===== src/rtl/dseq_pkg.sv =====
package dseq_pkg;

    typedef enum logic {
        ST_EXEC = 1'b0,
        ST_RUN  = 1'b1
    } dseq_state_e;

    typedef enum logic [1:0] {
        CL_LOAD   = 2'b00,
        CL_LOADHI = 2'b01,
        CL_RSVD   = 2'b10,
        CL_RUN    = 2'b11
    } op_class_e;

    typedef struct packed {
        logic ld_lo0;
        logic ld_lo1;
        logic ld_hi0;
        logic ld_hi1;
        logic jump;
        logic set_base;
        logic set_page;
        logic pal_wr;
        logic run;
    } dec_t;

endpackage


===== src/rtl/dseq_decode.sv =====
module dseq_decode
    import dseq_pkg::*;
(
    input  logic [15:0] word_i,
    output dec_t        dec_o
);
    op_class_e cls;
    logic [1:0] sub;

    assign cls = op_class_e'(word_i[15:14]);
    assign sub = word_i[13:12];

    always_comb begin
        dec_o = '0;
        unique case (cls)
            CL_LOAD: begin
                unique case (sub)
                    2'b00: dec_o.ld_lo0 = 1'b1;
                    2'b01: dec_o.ld_lo1 = 1'b1;
                    2'b10: dec_o.jump   = 1'b1;
                    2'b11: dec_o.pal_wr = 1'b1;
                    default: ;
                endcase
            end
            CL_LOADHI: begin
                unique case (sub)
                    2'b00: dec_o.ld_hi0   = 1'b1;
                    2'b01: dec_o.ld_hi1   = 1'b1;
                    2'b10: dec_o.set_base = 1'b1;
                    2'b11: dec_o.set_page = 1'b1;
                    default: ;
                endcase
            end
            CL_RUN:  dec_o.run = 1'b1;
            CL_RSVD: ;
            default: ;
        endcase
    end
endmodule


===== src/rtl/dseq_counter.sv =====
module dseq_counter #(
    parameter int AW     = 16,
    parameter int PAY_W  = 12,
    parameter int STEP_W = 3
) (
    input  logic              clk,
    input  logic              rst_n,
    input  logic              clr_i,
    input  logic              ld_lo_i,
    input  logic              ld_hi_i,
    input  logic [PAY_W-1:0]  payload_i,
    input  logic              adv_i,
    input  logic [STEP_W-1:0] step_i,
    output logic [AW+1:0]     val_o
);
    localparam int CW = AW + 2;

    logic [CW-1:0] val_q;

    always_ff @(posedge clk or negedge rst_n) begin
        if (!rst_n) begin
            val_q <= '0;
        end else if (clr_i) begin
            val_q <= '0;
        end else if (ld_lo_i) begin
            val_q[PAY_W-1:0] <= payload_i;
        end else if (ld_hi_i) begin
            val_q[CW-1 -: PAY_W] <= payload_i;
        end else if (adv_i) begin
            val_q <= val_q + CW'(step_i);
        end
    end

    assign val_o = val_q;
endmodule


===== src/rtl/dseq_nibble.sv =====
module dseq_nibble #(
    parameter int DW    = 16,
    parameter int NIB_W = 4,
    parameter int CNT_W = 9
) (
    input  logic [DW-1:0]                        word_i,
    input  logic [$clog2(DW/NIB_W)-1:0]          off_i,
    input  logic [CNT_W-1:0]                     remain_i,
    output logic [$clog2(DW/NIB_W+1)-1:0]        k_o,
    output logic [DW-1:0]                        data_o
);
    localparam int NPW   = DW / NIB_W;
    localparam int OFF_W = $clog2(NPW);
    localparam int K_W   = $clog2(NPW + 1);

    logic [K_W-1:0] avail;

    assign avail = K_W'(NPW) - K_W'(off_i);

    always_comb begin
        if (remain_i < CNT_W'(avail)) k_o = K_W'(remain_i);
        else                          k_o = avail;
    end

    assign data_o = word_i << (32'(off_i) * NIB_W);

    logic unused_off_w;
    assign unused_off_w = (OFF_W == 0);
endmodule


===== src/rtl/disp_seq.sv =====
module disp_seq
    import dseq_pkg::*;
#(
    parameter int AW    = 16,
    parameter int CNT_W = 9,
    parameter int QS_W  = 3
) (
    input  logic             clk,
    input  logic             rst_n,
    input  logic             frame_rst_i,
    input  logic             blank_i,
    input  logic [15:0]      mem_rdata_i,
    input  logic [QS_W-1:0]  q_space_i,
    output logic [AW-1:0]    mem_addr_o,
    output logic             q_flush_o,
    output logic             q_push_o,
    output logic [2:0]       q_push_cnt_o,
    output logic [15:0]      q_push_data_o,
    output logic [3:0]       psel_o,
    output logic             pal_we_o,
    output logic [7:0]       pal_addr_o,
    output logic [7:0]       pal_data_o
);
    localparam int PAY_W  = 12;
    localparam int BASE_W = AW - PAY_W;
    localparam int CW     = AW + 2;
    localparam int NCTR   = 2;

    dseq_state_e        state_q, state_d;
    logic [AW-1:0]      pc_q, pc_d;
    logic [BASE_W-1:0]  base_q, base_d;
    logic [3:0]         page_q, page_d;
    logic [3:0]         psel_q, psel_d;
    logic               csel_q, csel_d;
    logic [CNT_W-1:0]   remain_q, remain_d;

    dec_t               dec;
    logic               exec_ok;
    logic               go;
    logic [2:0]         nib_k;
    logic [15:0]        nib_data;
    logic [CW-1:0]      ctr_val [NCTR];
    logic [CW-1:0]      cur_ctr;

    dseq_decode u_dec (.word_i(mem_rdata_i), .dec_o(dec));

    assign exec_ok = (state_q == ST_EXEC) && !frame_rst_i;
    assign cur_ctr = ctr_val[csel_q];

    generate
        for (genvar g = 0; g < NCTR; g++) begin : g_ctr
            logic ld_lo, ld_hi;
            assign ld_lo = exec_ok && ((g == 0) ? dec.ld_lo0 : dec.ld_lo1);
            assign ld_hi = exec_ok && ((g == 0) ? dec.ld_hi0 : dec.ld_hi1);
            dseq_counter #(.AW(AW), .PAY_W(PAY_W), .STEP_W(3)) u_ctr (
                .clk       (clk),
                .rst_n     (rst_n),
                .clr_i     (frame_rst_i),
                .ld_lo_i   (ld_lo),
                .ld_hi_i   (ld_hi),
                .payload_i (mem_rdata_i[PAY_W-1:0]),
                .adv_i     (go && (csel_q == g[0])),
                .step_i    (nib_k),
                .val_o     (ctr_val[g])
            );
        end
    endgenerate

    dseq_nibble #(.DW(16), .NIB_W(4), .CNT_W(CNT_W)) u_nib (
        .word_i   (mem_rdata_i),
        .off_i    (cur_ctr[1:0]),
        .remain_i (remain_q),
        .k_o      (nib_k),
        .data_o   (nib_data)
    );

    assign go = (state_q == ST_RUN) && !frame_rst_i
             && (int'(q_space_i) >= int'(nib_k));

    // State register
    always_ff @(posedge clk or negedge rst_n) begin
        if (!rst_n) begin
            state_q  <= ST_EXEC;
            pc_q     <= '0;
            base_q   <= '0;
            page_q   <= '0;
            psel_q   <= '0;
            csel_q   <= 1'b0;
            remain_q <= '0;
        end else begin
            state_q  <= state_d;
            pc_q     <= pc_d;
            base_q   <= base_d;
            page_q   <= page_d;
            psel_q   <= psel_d;
            csel_q   <= csel_d;
            remain_q <= remain_d;
        end
    end

    // Next state
    always_comb begin
        state_d  = state_q;
        pc_d     = pc_q;
        base_d   = base_q;
        page_d   = page_q;
        psel_d   = psel_q;
        csel_d   = csel_q;
        remain_d = remain_q;
        if (frame_rst_i) begin
            state_d = ST_EXEC;
            pc_d    = {base_q, {PAY_W{1'b0}}};
            page_d  = '0;
        end else begin
            unique case (state_q)
                ST_EXEC: begin
                    if (dec.jump) pc_d = {pc_q[AW-1:PAY_W], mem_rdata_i[PAY_W-1:0]};
                    else          pc_d = pc_q + AW'(1);
                    if (dec.set_base) base_d = mem_rdata_i[BASE_W-1:0];
                    if (dec.set_page) page_d = mem_rdata_i[3:0];
                    if (dec.run) begin
                        csel_d   = mem_rdata_i[13];
                        psel_d   = mem_rdata_i[12:9];
                        remain_d = mem_rdata_i[CNT_W-1:0];
                        if (mem_rdata_i[CNT_W-1:0] != '0) state_d = ST_RUN;
                    end
                end
                ST_RUN: begin
                    if (go) begin
                        remain_d = remain_q - CNT_W'(nib_k);
                        if (remain_q == CNT_W'(nib_k)) state_d = ST_EXEC;
                    end
                end
                default: state_d = ST_EXEC;
            endcase
        end
    end

    // Outputs
    always_comb begin
        mem_addr_o    = (state_q == ST_EXEC) ? pc_q : cur_ctr[CW-1:2];
        q_flush_o     = frame_rst_i;
        q_push_o      = go;
        q_push_cnt_o  = go ? nib_k : 3'd0;
        q_push_data_o = nib_data;
        psel_o        = psel_q;
        pal_we_o      = exec_ok && dec.pal_wr && blank_i;
        pal_addr_o    = {page_q, mem_rdata_i[11:8]};
        pal_data_o    = mem_rdata_i[7:0];
    end

    // Checks
    a_r6_pal_only_blank: assert property (@(posedge clk) disable iff (!rst_n)
        pal_we_o |-> blank_i);

    a_r9_no_overfill: assert property (@(posedge clk) disable iff (!rst_n)
        q_push_o |-> (int'(q_push_cnt_o) <= int'(q_space_i)));

    a_r8_push_cnt_range: assert property (@(posedge clk) disable iff (!rst_n)
        q_push_o |-> (q_push_cnt_o != 3'd0 && q_push_cnt_o <= 3'd4));

    a_r1_frame_entry: assert property (@(posedge clk) disable iff (!rst_n)
        frame_rst_i |=> (state_q == ST_EXEC && mem_addr_o == {base_q, {PAY_W{1'b0}}}));

    a_r9_stall_hold: assert property (@(posedge clk) disable iff (!rst_n)
        (state_q == ST_RUN && !q_push_o && !frame_rst_i)
            |=> (state_q == ST_RUN && $stable(mem_addr_o)));

    a_r8_pc_frozen: assert property (@(posedge clk) disable iff (!rst_n)
        (state_q == ST_RUN && !frame_rst_i) |=> $stable(pc_q));
endmodule


===== config.mk =====
export PLATFORM = sky130hd
export DESIGN_NAME = disp_seq
export DESIGN_NICKNAME = d
export VERILOG_FILES = /design/src/rtl/dseq_pkg.sv /design/src/rtl/dseq_decode.sv /design/src/rtl/dseq_counter.sv /design/src/rtl/dseq_nibble.sv /design/src/rtl/disp_seq.sv
export SDC_FILE = /design/constraint.sdc
export NUM_CORES = 1
export LEC_CHECK = 0
export ABC_AREA = 0
export CAP_MARGIN = 25
export CORE_MARGIN = 8
export CORE_UTILIZATION = 50
export CTS_CLUSTER_DIAMETER = 30
export CTS_CLUSTER_SIZE = 24
export DETAILED_ROUTE_END_ITERATION = 8
export PLACE_DENSITY = 0.8
export SYNTH_ARGS = -nofsm -noshare
export SYNTH_HDL_FRONTEND = slang
export SYNTH_SLANG_ARGS = --single-unit

===== constraint.sdc =====
create_clock -name clk -period 9.7 [get_ports clk]
set_input_delay 1.94 -clock clk [delete_from_list [all_inputs] [get_ports clk]]
set_output_delay 1.94 -clock clk [all_outputs]
set_load 0.02 [all_outputs]

==> flow_metrics.tcl, run 1 <==
set metrics [dict create \
    outcome "finished clean" \
    timing.fmax_mhz 131 \
    power_density_nw_per_um2 151 \
    ys_seq_area_frac 0.317 \
    num_rows 39 \
    synth_edf_count 0 \
    post-route-drc-count 0 \
    fin_worst_skew_ns 0.0113 \
    synth_cells 750 \
    relSlewSlack 0.242 \
    antenna-diode-count 0 \
    cts.path.max_buffers 2 \
    core_area_um2 11500 \
    grt_overflow 0 \
    grt_max_degree 76 \
    async_flop_share 1.00 \
    hold_path.startpoint "base_q[1]" \
    fin_crit_ns 7.65 \
    start_util 0.515 \
    ant_nets 0 \
    path_cells "mux2i_4 -> ha_1 -> inv_1 -> ha_1 -> a21oi_1 -> and3_1 -> nand2_2 -> a21oi_1 -> ha_1 -> nor2b_1 -> a21boi_0 -> mux2_2 -> o21ai_2 -> inv_2 -> and2_1 -> clkdlybuf4s50_1" \
    crit_type "flop to output pin" \
    vias 6190 \
    cts_tree "built" \
    endpoint_kind "output pin" \
    wl_um 19900 \
    yosys-top-cells-area "dfrtp_1 (32%), nor2_1 (6.3%), nand2_1 (6.1%), a21oi_1 (4.8%), mux2i_1 (4.7%)" \
    vias_per_cell 6.63 \
    post_cts_buffers 0 \
    fin_util 0.609 \
    path_buf_inv 3 \
    area_growth_syn_to_layout_pct 18.3 \
    drive_above_1_share 0.0797 \
    avgRoutedWirePerCell_um 21.4 \
    first_iter_violations 630 \
    crit_slowest_cell "mux2i_4" \
    cts.sink_count 75 \
    critPathMaxStageDelay_ns 0.74 \
    ir_drop_mv 0.176 \
    reg2reg_from "csel_q" \
    synth_top_area_cell "dfrtp_1" \
    rsz0062_at_grt "false" \
    drv_slew 0 \
    totalNegativeSetupSlack_ns 0 \
    ctsHoldBuffers 0 \
    cp_common_cell "ha_1" \
    first_global_vias 6020 \
    cp_top_family "compound AO/OA/AOI/OAI gates" \
    dp_hpwl_um 13800 \
    cts.clk_slew.worst_paths_ns 0.07 \
    finalNetCount 823 \
    synth_cell_types 81 \
    yosys_most_used_dff "dfrtp_1" \
    hold_path_class "flop to flop" \
    die_w_um 125 \
    synth_area_per_cell_um2 7.90 \
    cp-startpoint "csel_q" \
    synth_top_area_frac 0.317 \
    finalHoldViolCount 0 \
    htreeDepth 3 \
    cts_root_buf "clkbuf_16" \
    finalCritPeriodShare 0.789 \
    synth_seq_cells 75 \
    antenna_found_initial 0 \
    setup_viol 0 \
    ioPinCount 81 \
    track_usage 0.250 \
    yosysWarningCount 0 \
    cp.required_ns 7.76 \
    grt_pass1_wl_um 31700 \
    cp_max_fo 26 \
    die_area_um2 15600 \
    io_buffers 80 \
    p_leak_nw 2.94 \
    cp-start-kind "flop" \
    post_cts_resized 0 \
    tightest_slew_ns 1.13 \
    chipHeight_um 125 \
    crit_arrival_ns 5.71 \
    worstSkewPairLatency_ns 0.35 \
    syn_nets 788 \
    drt-pass1-iter-count 6 \
    syn_area_um2 5930 \
    gp_routability_congestion 0.950 \
    cts_buffers 9 \
    cap_viol_max_count 0 \
    power_mw 1.06 \
]
-- layout by cell type, fill, tap and decap left out, drive strengths merged, types with 7 or more instances in the layout --
| cell | instances |
|---|---|
| nor2 | 103 |
| a21oi | 57 |
| inv | 18 |
| mux2i | 30 |
| a22oi | 10 |
| nor3 | 23 |
| dfrtp | 75 |
| nand2 | 97 |
| clkbuf | 10 |
| and3 | 23 |
| a211oi | 13 |
| nand3 | 21 |
| a31oi | 15 |
| nor4 | 8 |
| xor2 | 12 |
| o21ai | 41 |
| a311oi | 7 |
| mux2 | 12 |
| clkdlybuf4s50 | 78 |
| nand4 | 11 |
| buf | 10 |
| ha | 15 |
-- path summary, 6_finish.rpt --
path | end | slack [ns] | cells after the start
min in group asynchronous | remain_q[6] | 1.40 | 1
max in group asynchronous | pc_q[15] | 7.74 | 2
max reg2reg | g_ctr[0].u_ctr.val_o[6] | 3.85 | 16
min reg2reg | pc_q[13] | 0.49 | 2
min | pc_q[13] | 0.49 | 2
max | q_push_cnt_o[0] | 2.05 | 16
-- layout make-up --
class | instances | area, µm²
clock inverter | 6 | 96.3
multi-input combinational | 595 | 3690
clock buffer | 10 | 239
timing repair buffer | 88 | 873
fill | 1032 | 4500
inverter | 16 | 60.1
tap | 143 | 179
sequential | 75 | 1880
-- per-stage QoR --
stage          setup WS [ns]  hold WS, ns  area, µm²  instances
2_1_floorplan           3.77        0.448       5930        750
3_3_place_gp            2.88        0.473       6640        915
3_5_place_dp            2.60        0.484       6640        915
4_1_cts                 2.18        0.498       6980        931
5_1_grt                 1.79        0.520       7010        933
6_report                2.05        0.488       7010        933
-- tightest hold or removal path, cell delays in order, from the launching register on --
cell and delay (ns):
dfrtp_1 0.35, nand2_1 0.05, o21ai_0 0.06
-- cells in the mapped netlist (4+ instances only) --
cell      number
a211o_1        5
a211oi_1      11
a21oi_1       57
a22o_1         4
a22oi_1       10
a311oi_1       7
a31oi_1       15
and2_1         6
and3_1        23
buf_1          7
buf_4         14
clkbuf_1      39
dfrtp_1       75
ha_1          15
inv_1         15
mux2_2        11
mux2i_1       28
nand2_1       96
nand3_1       20
nand4_1       11
nor2_1       100
nor2b_1        6
nor3_1        21
nor4_1         6
o211ai_1       4
o21ai_0       37
o22ai_1        6
o311ai_0       4
o31ai_1        4
or3_1          6
xor2_1        12
-- power breakdown --
group          switching (mW)  internal (mW)  total [mW]
Clock                   0.147          0.236       0.383
Sequential             0.0428          0.346       0.389
Combinational           0.170          0.120       0.290
-- state kept, by name, indices dropped and copies added (netlist names) --
signal,cells
base_q,4
g_ctr.u_ctr.val_o,36
pc_q,16
psel_o,4
page_q,4
state_q,1
csel_q,1
remain_q,9
-- routing by layer --
layer / routed length [µm] / track usage
met5: 0 / 0
met4: 752 / 0.116
met3: 2030 / 0.0715
met2: 9580 / 0.414
met1: 7580 / 0.293
-- kinds of logic (layout without fill, tap and decap cells) --
kind of cell,Yosys count,after routing,share of synthesized area
simple gates,315,315,0.250
mux,42,42,0.0762
fa+ha+maj,15,15,0.0317
compound gates,208,208,0.242
xor+xnor,15,15,0.0222
flops,75,75,0.317
buf+inv,80,120,0.0614
No activity file was read; power rests on OpenSTA's default activity.
==> run 2, diff against run 1 <==
--- a/config.mk
+++ b/config.mk
@@ -12,7 +12,7 @@
 export CTS_CLUSTER_DIAMETER = 30
 export CTS_CLUSTER_SIZE = 24
 export DETAILED_ROUTE_END_ITERATION = 8
-export PLACE_DENSITY = 0.8
+export PLACE_DENSITY = 0.83
 export SYNTH_ARGS = -nofsm -noshare
 export SYNTH_HDL_FRONTEND = slang
 export SYNTH_SLANG_ARGS = --single-unit
==> constraint.sdc (replaced) <==
create_clock -name clk -period 6.2 [get_ports clk]
set_input_delay 1.24 -clock clk [delete_from_list [all_inputs] [get_ports clk]]
set_output_delay 1.24 -clock clk [all_outputs]
set_load 0.02 [all_outputs]
==> run 2 against run 1 <==
Hold slack worse by 0.0040 ns. Final cell count grew 0.54%. Clock power is 43% higher. Core utilization grew 0.26 points. Wire length rose by 0.74%. Via count grew 1.0%.
==> flow_metrics.tcl, run 2 (synthesis gave the netlist of run 1 again) <==
set metrics [dict create \
    outcome "finished clean" \
    gp_routability_congestion 0.943 \
    reg2reg_from "csel_q" \
    setup_viol 0 \
    hold_path_class "flop to flop" \
    power_density_nw_per_um2 229 \
    vias 6252 \
    drt-pass1-iter-count 5 \
    power_mw 1.61 \
    cp_top_family "simple AND/OR/NAND/NOR gates" \
    ir_drop_mv 0.256 \
    first_iter_violations 787 \
    die_area_um2 15600 \
    endpoint_kind "output pin" \
    cp-start-kind "flop" \
    finalHoldViolCount 0 \
    finalCritPeriodShare 0.966 \
    dp_hpwl_um 13800 \
    crit_arrival_ns 4.75 \
    die_w_um 125 \
    cts_root_buf "clkbuf_16" \
    worstSkewPairLatency_ns 0.35 \
    cts.sink_count 75 \
    cts_buffers 9 \
    rrSetupSlack_ns 1.33 \
    fin_util 0.612 \
    largest_reg_flops 36 \
    layout_commonest_cell "nor2_1" \
    cp-startpoint "csel_q" \
    fin_crit_ns 5.99 \
    grt_overflow 0 \
    cts.clk_slew.worst_paths_ns 0.06 \
    area_growth_syn_to_layout_pct 18.8 \
    grt_max_degree 76 \
    drv_slew 0 \
    wl_um 20100 \
    ant_nets 0 \
    fin_ws_ns 0.208 \
    reg2reg_depth 17 \
    fin_area_um2 7040 \
    timing.fmax_mhz 167 \
    cp_max_fo 7 \
    core_area_um2 11500 \
    path_buf_inv 4 \
    post_cts_buffers 0 \
    place_ws_ns 0.272 \
    critical_path.endpoint "q_push_cnt_o[0]" \
    crit_cells 18 \
    crit_type "flop to output pin" \
    cp_common_cell "ha_1" \
    p_leak_nw 2.95 \
    avgRoutedWirePerCell_um 21.4 \
    critPathMaxStageDelay_ns 0.53 \
    grt_pass1_wl_um 31800 \
    vias_per_cell 6.67 \
    ioPinCount 81 \
    chipHeight_um 125 \
    fin_worst_skew_ns 0.00561 \
    drive_above_1_share 0.0906 \
    post-route-drc-count 0 \
    place_area_um2 6670 \
    antenna_found_initial 0 \
    track_usage 0.251 \
    antenna-diode-count 0 \
    cts_tree "built" \
    cp.required_ns 4.96 \
    num_rows 39 \
    relSlewSlack 0.376 \
    start_util 0.515 \
    crit_slowest_cell "clkdlybuf4s50_1" \
    layout_common_cells "nor2_1 (99), nand2_1 (96), clkdlybuf4s50_1 (78)" \
    hold_path.startpoint "base_q[3]" \
    cts.path.max_buffers 2 \
    finalNetCount 828 \
    path_cells "mux2_2 -> inv_1 -> ha_1 -> inv_1 -> ha_1 -> a21oi_1 -> and3_2 -> nand2_2 -> nor2_2 -> a21oi_4 -> ha_1 -> nor2b_2 -> a21boi_0 -> mux2_2 -> o21ai_4 -> inv_2 -> and2_1 -> clkdlybuf4s50_1" \
    cap_viol_max_count 0 \
    fin_worst_hold_slack_ns 0.484 \
    rr_endpoint "g_ctr[0].u_ctr.val_o[14]" \
    htreeDepth 3 \
    io_buffers 80 \
    first_global_vias 6041 \
    tightest_slew_ns 0.936 \
]
## run 2: through the flow
step,std cells,TNS (ns)
after CTS,934,0
final,938,0
after global placement,918,0
after global routing,938,-0.0151
after floorplan,750,0
after detailed placement,918,0
## run 2: report_power, final
| group | leakage, nW | internal [mW] | switching [mW] |
|---|---|---|---|
| Clock | 0.144 | 0.317 | 0.231 |
| Sequential | 0.992 | 0.542 | 0.0663 |
| Combinational | 1.81 | 0.189 | 0.264 |
| Total | 2.95 | 1.05 | 0.562 |
## run 2: metal layers
metal  part of all wire  wire length, µm  global-route usage
met1               0.41             8150               0.311
met2               0.47             9540               0.409
met3              0.087             1750              0.0531
met4              0.033              656               0.117
met5                  0                0                   0
## run 2: worst min path at each step
stage                           to  slack, ns  depth (start not counted)
after floorplan           pc_q[12]       0.45                          2
after global placement    pc_q[14]       0.46                          2
after detailed placement  pc_q[15]       0.47                          2
after CTS                 pc_q[15]       0.49                          2
after global routing      pc_q[13]       0.52                          2
final                     pc_q[15]       0.48                          2
## run 2: worst reg2reg max path, stage by stage (launching register included)
cell      delay [ns]
dfrtp_2         0.47
mux2_2          0.27
inv_1           0.06
ha_1            0.39
inv_1           0.15
ha_1            0.20
a21oi_1         0.17
nand3_1         0.22
nor2_4          0.25
nor2_1          0.06
a21oi_1         0.35
ha_1            0.33
nor2_1          0.10
nor4_1          0.27
a21boi_4        0.54
nand3_2         0.24
or4_1           0.54
a31oi_1         0.17
## run 2: area by class of cell
cell class / instances / area [µm²]
multi-input cells: 595 / 3710
well taps: 143 / 179
clock inverters: 6 / 72.6
repair buffers: 93 / 911
clock buffers: 10 / 229
fillers: 1008 / 4470
inverters: 16 / 60.1
flip-flops and latches: 75 / 1880
## run 2: what timing repair did
action / CTS / global route
cloned: 0 / 0
hold buffers: 0 / 0
endpoints found under the setup margin: 1 / 4
gates resized for setup: 1 / 6
